===== src/rtl/dtl_pkg.sv =====
package dtl_pkg;
   typedef enum logic [2:0] {
      ST_IDLE,
      ST_READ_LO,
      ST_READ_HI,
      ST_CHECK,
      ST_DONE
   } dtl_state_e;

   localparam logic [7:0] VEC_GENPROT  = 8'd13;
   localparam logic [7:0] VEC_NOTPRES  = 8'd11;
   localparam logic [4:0] KIND_LOCALTAB = 5'd2;

   typedef struct packed {
      logic [31:0] base;
      logic [31:0] limit;
      logic [4:0]  kind;
      logic [1:0]  dpl;
      logic        present;
   } dtl_desc_t;
endpackage


===== src/rtl/dtl_table_sel.sv =====
module dtl_table_sel #(
   parameter int SEL_W  = 16,
   parameter int ADDR_W = 32
) (
   input  logic [SEL_W-1:0]  sel,
   input  logic [ADDR_W-1:0] gbase,
   input  logic [ADDR_W-1:0] glimit,
   input  logic [ADDR_W-1:0] lbase,
   input  logic [ADDR_W-1:0] llimit,
   output logic [ADDR_W-1:0] addr,
   output logic              out_of_range
);
   localparam int PAD_W = ADDR_W - SEL_W;

   logic [ADDR_W-1:0] offset;
   logic [ADDR_W-1:0] tbase;
   logic [ADDR_W-1:0] tlimit;
   logic [1:0]        unused_rpl;

   assign unused_rpl = sel[1:0];
   assign offset = {{PAD_W{1'b0}}, sel[SEL_W-1:3], 3'b000};
   assign tbase  = sel[2] ? lbase  : gbase;
   assign tlimit = sel[2] ? llimit : glimit;
   assign out_of_range = (offset >= tlimit);
   assign addr = tbase + offset;
endmodule


===== src/rtl/dtl_desc_decode.sv =====
module dtl_desc_decode
   import dtl_pkg::*;
#(
   parameter bit GRAN_EN = 1'b1
) (
   input  logic [31:0] word_lo,
   input  logic [31:0] word_hi,
   output dtl_desc_t   desc
);
   logic [19:0] raw_limit;
   logic [2:0]  unused_flags;

   assign unused_flags = word_hi[22:20];
   assign raw_limit = {word_hi[19:16], word_lo[15:0]};

   always_comb begin
      desc.base    = {word_hi[31:24], word_hi[7:0], word_lo[31:16]};
      desc.kind    = word_hi[12:8];
      desc.dpl     = word_hi[14:13];
      desc.present = word_hi[15];
   end

   generate
      if (GRAN_EN) begin : g_gran
         assign desc.limit = word_hi[23] ? {raw_limit, 12'hFFF} : {12'h000, raw_limit};
      end else begin : g_bytes
         logic unused_gran;
         assign unused_gran = word_hi[23];
         assign desc.limit = {12'h000, raw_limit};
      end
   endgenerate
endmodule


===== src/rtl/dtl_local_regs.sv =====
module dtl_local_regs #(
   parameter int SEL_W  = 16,
   parameter int ADDR_W = 32
) (
   input  logic              clk,
   input  logic              rst,
   input  logic              clr,
   input  logic              ld,
   input  logic [ADDR_W-1:0] base_in,
   input  logic [ADDR_W-1:0] limit_in,
   input  logic [SEL_W-1:0]  sel_in,
   output logic [ADDR_W-1:0] base_q,
   output logic [ADDR_W-1:0] limit_q,
   output logic [SEL_W-1:0]  sel_q
);
   always_ff @(posedge clk) begin
      if (rst || clr) begin
         base_q  <= '0;
         limit_q <= '0;
         sel_q   <= '0;
      end else if (ld) begin
         base_q  <= base_in;
         limit_q <= limit_in;
         sel_q   <= sel_in;
      end
   end
endmodule


===== src/rtl/dtl_lookup_unit.sv =====
module dtl_lookup_unit
   import dtl_pkg::*;
#(
   parameter int SEL_W   = 16,
   parameter int ADDR_W  = 32,
   parameter bit GRAN_EN = 1'b1
) (
   input  logic              clk,
   input  logic              rst,
   input  logic              cmd_valid,
   input  logic              cmd_op,
   input  logic [SEL_W-1:0]  cmd_sel,
   output logic              cmd_ack,
   input  logic [ADDR_W-1:0] gtab_base,
   input  logic [ADDR_W-1:0] gtab_limit,
   output logic              mem_req,
   output logic [ADDR_W-1:0] mem_addr,
   input  logic              mem_ready,
   input  logic [31:0]       mem_rdata,
   output logic [31:0]       dsc_base,
   output logic [31:0]       dsc_limit,
   output logic [4:0]        dsc_type,
   output logic [1:0]        dsc_dpl,
   output logic              dsc_present,
   output logic              flt_valid,
   output logic [7:0]        flt_vector,
   output logic [SEL_W-1:0]  flt_code,
   output logic [ADDR_W-1:0] ltab_base,
   output logic [ADDR_W-1:0] ltab_limit,
   output logic [SEL_W-1:0]  ltab_sel
);
   localparam int WORD_BYTES = 4;
   localparam logic [ADDR_W-1:0] HI_STEP = ADDR_W'(WORD_BYTES);

   generate
      if (SEL_W != 16) begin : g_bad_sel
         $error("dtl_lookup_unit: SEL_W must be 16");
      end
      if (ADDR_W != 32) begin : g_bad_addr
         $error("dtl_lookup_unit: ADDR_W must be 32");
      end
   endgenerate

   dtl_state_e        st;
   logic              op_q;
   logic [SEL_W-1:0]  sel_q;
   logic [ADDR_W-1:0] addr_q;
   logic [31:0]       wlo_q;
   logic [31:0]       whi_q;
   logic              fpend_q;

   logic [ADDR_W-1:0] tbl_addr;
   logic              tbl_oob;
   dtl_desc_t         dec;
   logic              accept;
   logic              null_load;
   logic              lt_clr;
   logic              lt_ld;

   dtl_table_sel #(.SEL_W(SEL_W), .ADDR_W(ADDR_W)) u_tsel (
      .sel          (cmd_sel),
      .gbase        (gtab_base),
      .glimit       (gtab_limit),
      .lbase        (ltab_base),
      .llimit       (ltab_limit),
      .addr         (tbl_addr),
      .out_of_range (tbl_oob)
   );

   dtl_desc_decode #(.GRAN_EN(GRAN_EN)) u_dec (
      .word_lo (wlo_q),
      .word_hi (whi_q),
      .desc    (dec)
   );

   assign accept    = (st == ST_IDLE) && cmd_valid;
   assign null_load = cmd_op && (cmd_sel[SEL_W-1:2] == '0);
   assign lt_clr    = accept && null_load;
   assign lt_ld     = (st == ST_CHECK) && op_q && (dec.kind == KIND_LOCALTAB) && dec.present;

   dtl_local_regs #(.SEL_W(SEL_W), .ADDR_W(ADDR_W)) u_lregs (
      .clk      (clk),
      .rst      (rst),
      .clr      (lt_clr),
      .ld       (lt_ld),
      .base_in  (dec.base),
      .limit_in (dec.limit),
      .sel_in   (sel_q),
      .base_q   (ltab_base),
      .limit_q  (ltab_limit),
      .sel_q    (ltab_sel)
   );

   assign mem_req   = (st == ST_READ_LO) || (st == ST_READ_HI);
   assign mem_addr  = (st == ST_READ_HI) ? addr_q + HI_STEP : addr_q;
   assign cmd_ack   = (st == ST_DONE);
   assign flt_valid = (st == ST_DONE) && fpend_q;

   always_ff @(posedge clk) begin
      if (rst) begin
         st          <= ST_IDLE;
         op_q        <= 1'b0;
         sel_q       <= '0;
         addr_q      <= '0;
         wlo_q       <= '0;
         whi_q       <= '0;
         fpend_q     <= 1'b0;
         flt_vector  <= '0;
         flt_code    <= '0;
         dsc_base    <= '0;
         dsc_limit   <= '0;
         dsc_type    <= '0;
         dsc_dpl     <= '0;
         dsc_present <= 1'b0;
      end else begin
         case (st)
            ST_IDLE: begin
               if (cmd_valid) begin
                  op_q        <= cmd_op;
                  sel_q       <= cmd_sel;
                  fpend_q     <= 1'b0;
                  flt_vector  <= '0;
                  flt_code    <= '0;
                  dsc_base    <= '0;
                  dsc_limit   <= '0;
                  dsc_type    <= '0;
                  dsc_dpl     <= '0;
                  dsc_present <= 1'b0;
                  if (null_load) begin
                     st <= ST_DONE;
                  end else if (tbl_oob) begin
                     fpend_q    <= 1'b1;
                     flt_vector <= VEC_GENPROT;
                     flt_code   <= cmd_sel;
                     st         <= ST_DONE;
                  end else begin
                     addr_q <= tbl_addr;
                     st     <= ST_READ_LO;
                  end
               end
            end
            ST_READ_LO: begin
               if (mem_ready) begin
                  wlo_q <= mem_rdata;
                  st    <= ST_READ_HI;
               end
            end
            ST_READ_HI: begin
               if (mem_ready) begin
                  whi_q <= mem_rdata;
                  st    <= ST_CHECK;
               end
            end
            ST_CHECK: begin
               dsc_base    <= dec.base;
               dsc_limit   <= dec.limit;
               dsc_type    <= dec.kind;
               dsc_dpl     <= dec.dpl;
               dsc_present <= dec.present;
               if (op_q) begin
                  if (dec.kind != KIND_LOCALTAB) begin
                     fpend_q    <= 1'b1;
                     flt_vector <= VEC_GENPROT;
                     flt_code   <= sel_q;
                  end else if (!dec.present) begin
                     fpend_q    <= 1'b1;
                     flt_vector <= VEC_NOTPRES;
                     flt_code   <= sel_q;
                  end
               end
               st <= ST_DONE;
            end
            default: begin
               fpend_q <= 1'b0;
               st      <= ST_IDLE;
            end
         endcase
      end
   end
endmodule


===== config.mk =====
export PLATFORM = sky130hd
export DESIGN_NAME = dtl_lookup_unit
export DESIGN_NICKNAME = d
export VERILOG_FILES = /design/src/rtl/dtl_pkg.sv /design/src/rtl/dtl_table_sel.sv /design/src/rtl/dtl_desc_decode.sv /design/src/rtl/dtl_local_regs.sv /design/src/rtl/dtl_lookup_unit.sv
export SDC_FILE = /design/constraint.sdc
export NUM_CORES = 1
export LEC_CHECK = 0
export BUFFER_PORTS_ARGS = -buffer_cell sky130_fd_sc_hd__buf_2
export CAP_MARGIN = 25
export CORE_UTILIZATION = 40
export DETAILED_ROUTE_END_ITERATION = 16
export HOLD_SLACK_MARGIN = 0.05
export SLEW_MARGIN = 40
export SYNTH_ARGS = -nofsm -noshare
export SYNTH_HDL_FRONTEND = slang
export SYNTH_SLANG_ARGS = --single-unit

===== constraint.sdc =====
create_clock -name clk -period 4.5 [get_ports clk]
set_clock_uncertainty 0.15 [all_clocks]
set_input_delay 0.225 -clock clk [delete_from_list [all_inputs] [get_ports clk]]
set_output_delay 0.225 -clock clk [all_outputs]
set_load 0.005 [all_outputs]

== After elaboration in Yosys (flattened, before gate mapping) ==
Cells that the tools add are included.
Word-level totals
  input bits: 117
  logic and storage cells: 95
  bits in registers: 293
  output and inout bits: 211
Cells by class
  add/sub/neg operators: 2
  equality and inequality tests: 11
  magnitude comparators: 1
  bitwise operators: 3
  multiplexer cells: 40
  reduce and logical (&&, ||, !) cells: 21
Operators with widths (count)
  $mux 32: 5
  $pmux 32 s2: 2
  $mux 16: 6
  $add 32x16->32: 1
  $add 32x3->32 const B: 1
  $ge 16x32->1: 1
  $mux 8: 4
  $pmux 16 s2: 1
  $pmux 8 s2: 1
  $mux 3: 5
  $logic_not 14->1: 1
  $pmux 3 s4: 1
  $reduce_and 4->1: 3
  $pmux 5 s2: 1
  $mux 4: 2
  $ne 2x2->1 const B: 4
  $reduce_and 2->1: 4
  $logic_and 1x1->1: 7
  $mux 1: 7
  $eq 3x2->1 const B: 2
  $eq 5x2->1 const B: 1
  $mux 5: 1
  $ne 5x2->1 const B: 1
  $pmux 2 s2: 1
  12 further kinds: 15

== Longest topological paths before layout ==
  word-level depth: 6
  gate-level depth with buffers: 16
  mapped depth without buffers: 10

== By module ==
From an unflattened synthesis, not the netlist that was laid out.
Second synthesis, totals
  cells, all modules: 1636
  area total of the unflattened synthesis: 14108.5 µm²
Modules (own cells, without submodules)
  dtl_lookup_unit: area an instance 8654.6 µm², instances 1, cells an instance 1053
  dtl_local_regs: area an instance 2907.8 µm², instances 1, cells an instance 259
  dtl_table_sel: area an instance 1959.4 µm², instances 1, cells an instance 249
  dtl_desc_decode: area an instance 586.8 µm², instances 1, cells an instance 75

== Worst setup path before layout ==
Ideal clock, no wire load.
  path type: input -> register
  start: in cmd_sel[2]
  end: reg addr_q[4]
  slack: 0.881 ns
  library setup time: 0.128 ns
  stages: 16
  arrival time: 3.341 ns
  data required time: 4.222 ns
  buffers on the path: 7
  cells stage by stage: buf_4 -> buf_4 -> buf_2 -> buf_2 -> buf_2 -> mux2i_1 -> ha_1 -> a21o_1 -> a221o_1 -> a211o_1 -> a21oi_4 -> o21ba_4 -> buf_12 -> buf_12 -> mux2i_1 -> nor2_1
Between the ends
  cells in the longest elaborated chain, start to end: 4
  elaborated cells between the ends (all ways): 9
  those cells by class: 1 x add/sub; 1 x order compare; 2 x mux; 2 x bitwise; 3 x reduce/logical
Ends and longest elaborated chain
  start: declaration: line dtl_lookup_unit.sv:12  | input logic [SEL_W-1:0] cmd_sel,
  $mux 32 / $logic_not 14->1 (equally long branches): line dtl_table_sel.sv:23, dtl_lookup_unit.sv:77
  $ge 16x32->1 / $logic_and 1x1->1 (equally long branches): line dtl_table_sel.sv:24, dtl_lookup_unit.sv:77
  $not 1->1 (no line)
  $reduce_and 4->1 (no line)
  end signal: assignment: line dtl_lookup_unit.sv:137  | addr_q <= tbl_addr;
  end: declaration: line dtl_lookup_unit.sv:47  | logic [ADDR_W-1:0] addr_q;
Parallel ways exist; a longest one is shown, timed or not.
A chain may end at the register's enable or synchronous reset.

== Final worst setup path ==
  start: in cmd_sel[2]
  end: reg addr_q[21]
The elaborated chain is that of the path after synthesis.

==> impl_metrics.py <==
metrics = {
    "drt": {
        "num_vias": 12700,
        "drt_first_iter_violations": 1002,
        "remaining_drc_errors": 0,
        "routed_wirelength_um": 45500,
        "detail_route.first_pass.iterations": 5,
        "antenna_left": 0,
        "vias_per_cell": 5.43,
        "detail_route.wl_per_cell_um": 19.4,
    },
    "floorplanning": {
        "coreArea_sq_um": 31700,
        "starting_density": 0.409,
        "floorplan.rows": 65,
        "die_area_sq_um": 33100,
        "die_y_um": 182,
        "floorplan.die.width_um": 182,
        "pin_count": 328,
    },
    "sta": {
        "finalHoldWorstSlack_ns": 0.0927,
        "max_freq_mhz": 315,
        "relSlewSlack": 0.440,
        "unrepaired_setup_endpoints_after_global_routing": "false",
        "post-route-min-period_ns": 3.17,
        "min_period_over_period": 0.705,
        "finalWorstSetupSlack_ns": 1.33,
        "timing.setup.tns_ns": 0,
        "final_hold_viol_count": 0,
        "finalSetupViolCount": 0,
        "final-max-slew-violation-count": 0,
        "tightestPinTransition_ns": 0.840,
    },
    "cts": {
        "worst_setup_hold_path_clk_slew_ns": 0.06,
        "cts_max_path_buffers": 3,
        "root_buffer": "sky130_fd_sc_hd__clkbuf_16",
        "tritoncts": "built",
        "worstSkewPairLatency_ns": 0.58,
        "cts.repair_timing.setup_buffer_count": 0,
        "cts_sinks": 285,
        "numCtsBuffers": 31,
        "cts_max_level": 1,
    },
    "flow_run": {
        "max_cap_violations": 0,
    },
    "global_routing": {
        "grtUsageTotal": 0.265,
        "overflow": 0,
        "largest_net_degree_at_the_start_of_global_routing": 90,
        "number_of_antenna_violations_at_the_first_check_in_global_routing": 0,
        "grt_pass1_vias": 11800,
        "global_route_wire_length_before_repair_um": 69100,
    },
    "yosys": {
        "synthTopCellsByCount": "sky130_fd_sc_hd__nand2_1, sky130_fd_sc_hd__dfxtp_1, sky130_fd_sc_hd__a21oi_1",
        "synth.ff_latch_count": 285,
        "synth.top_cell.area_share": 0.440,
        "yosysMostFrequentCell": "sky130_fd_sc_hd__nand2_1",
        "postSynthAreaPerCell_sq_um": 8.10,
        "leading_post_synthesis_cells_by_cell_area": "sky130_fd_sc_hd__dfxtp_1, sky130_fd_sc_hd__nand2_1, sky130_fd_sc_hd__a21oi_1",
        "ys_dominant_reg_cell": "sky130_fd_sc_hd__dfxtp_1",
        "netlist_instances": 1601,
        "synthesis.area_sq_um": 13000,
        "yosys.cell_types.count": 65,
        "yosys_warnings": 0,
        "synth_edf_count": 0,
        "yosysTopAreaCell": "sky130_fd_sc_hd__dfxtp_1",
        "yosysSeqAreaShare": 0.440,
        "async_flop_share": 0,
    },
    "layout": {
        "syn2layout_area_growth_pct": 26.1,
        "final_net_count": 2062,
        "area.sequential_sq_um": 5710,
        "fillers": 3064,
        "antenna_cells_inserted": 0,
        "multi_input_area_sq_um": 6730,
        "drive_above_1_share": 0.228,
    },
    "placed_design": {
        "post-dp-hpwl_um": 32600,
        "routability_cong": 0.895,
        "number_of_i_o_port_buffers": 323,
        "setup_slack_after_placement_ns": 0.815,
    },
    "hold_path": {
        "hp-class": "in -> reg",
    },
    "power": {
        "power.static_leakage_nw": 6.60,
        "power.density_nw_per_um2": 363,
        "switching_part_of_the_total_power": 0.272,
        "sequentialPowerShare": 0.454,
        "p_sw_mw": 1.61,
        "combinationalPowerShare": 0.127,
        "p_int_mw": 4.33,
        "power.ir.vdd_worst_v": 0.000335,
        "share_clk_of_total_power": 0.418,
        "overall_power_mw": 5.94,
    },
    "worst_setup_path": {
        "crit_path_max_fanout": 27,
        "timing.critical_path.arrival_ns": 3.45,
        "worstSetupStartpointType": "primary input",
        "critical_path_required_ns": 4.78,
        "crit_path_kind": "in -> reg",
        "critPathCaptureType": "flip-flop",
    },
    "status": {
        "status": "finished, final reports clean",
    },
}
==> per-stage QoR <==
| stage | util | cells | instance area (sq um) |
|---|---|---|---|
| 6_report | 0.516 | 2344 | 16400 |
| 5_1_grt | 0.516 | 2344 | 16400 |
| 4_1_cts | 0.515 | 2344 | 16300 |
| 3_5_place_dp | 0.464 | 2224 | 14700 |
| 3_3_place_gp | 0.464 | 2224 | 14700 |
| 2_1_floorplan | - | 1604 | 13000 |
==> layout make-up <==
class,count,share of cell area
inverters,6,0.00138
clock buffers,43,0.0533
clock inverters,15,0.00757
flip-flops and latches,285,0.349
multi-input cells,1189,0.411
well taps,402,0.0308
repair buffers,404,0.147
==> final timing paths <==
| check | end | from | slack, ns | cells after the start |
|---|---|---|---|---|
| setup / recovery | addr_q[21] | cmd_sel[2] | 1.33 | 11 |
| hold / removal | addr_q[18] | gtab_base[18] | 0.09 | 6 |
| setup reg to reg | addr_q[23] | u_lregs.base_q[3] | 1.33 | 10 |
| hold reg to reg | u_lregs.sel_q[7] | u_lregs.sel_q[7] | 0.30 | 2 |
==> what timing repair did <==
action,in CTS,in global routing
endpoints found under the hold margin,151,0
gates resized for setup,0,0
hold buffers,62,0
==> cell usage in the layout, fill, tap and decap left out, drive strengths merged, types with 8 or more instances in the layout <==
cell / instances
nand3: 103
dlygate4sd3: 62
ha: 27
mux2i: 47
xnor2: 33
mux2: 15
nor3: 33
a211oi: 22
a22oi: 15
dfxtp: 285
nand4: 10
buf: 342
nor4: 12
a21o: 8
nand2b: 17
clkinv: 11
clkbuf: 43
xor2: 18
a31oi: 11
o21ai: 26
a311oi: 17
nor2: 114
o22ai: 12
nand2: 350
a21oi: 221
==> sequential cells by signal, indices dropped and copies added (netlist names) <==
register	cells
flt_code	16
whi_q	29
u_lregs.sel_q	16
addr_q	32
dsc_dpl	2
dsc_type	5
u_lregs.limit_q	32
dsc_present	1
u_lregs.base_q	32
wlo_q	32
dsc_limit	32
sel_q	16
st	3
dsc_base	32
op_q	1
fpend_q	1
flt_vector	3
==> power by group through the flow <==
stage                     combinational [mW]  clock, mW  sequential, mW
after floorplan                        0.476          0            2.72
after global placement                 0.704          0            2.75
after detailed placement               0.710          0            2.75
after CTS                              0.755       2.53            2.70
after global routing                   0.830       2.64            2.71
final                                  0.756       2.49            2.70
==> logic make-up after synthesis <==
| group | count (synthesis) | synth area share |
|---|---|---|
| compound gates | 361 | 0.170 |
| xor+xnor | 51 | 0.0345 |
| fa+ha+maj | 28 | 0.0276 |
| buf+inv | 130 | 0.0453 |
| flops | 285 | 0.440 |
| mux | 62 | 0.0493 |
| other cells | 1 | 0.000289 |
| simple gates | 683 | 0.233 |
==> metal layers <==
metal / vias up / GRT usage / part of all wire
li1: 6199 / - / -
met1: 5993 / 0.380 / 0.47
met4: 0 / 0.0797 / 0.027
met5: - / 0 / 0
met3: 73 / 0.0329 / 0.060
met2: 459 / 0.415 / 0.45
==> critical path: stages <==
cell	delay, ns
sky130_fd_sc_hd__buf_2	0.58
sky130_fd_sc_hd__buf_4	0.31
sky130_fd_sc_hd__mux2_2	0.35
sky130_fd_sc_hd__ha_1	0.38
sky130_fd_sc_hd__o211ai_1	0.15
sky130_fd_sc_hd__o211ai_1	0.36
sky130_fd_sc_hd__a21oi_1	0.17
sky130_fd_sc_hd__a21oi_1	0.33
sky130_fd_sc_hd__nor3b_1	0.30
sky130_fd_sc_hd__xor2_1	0.18
sky130_fd_sc_hd__o22ai_1	0.08
(Power assumes the default switching activity.)
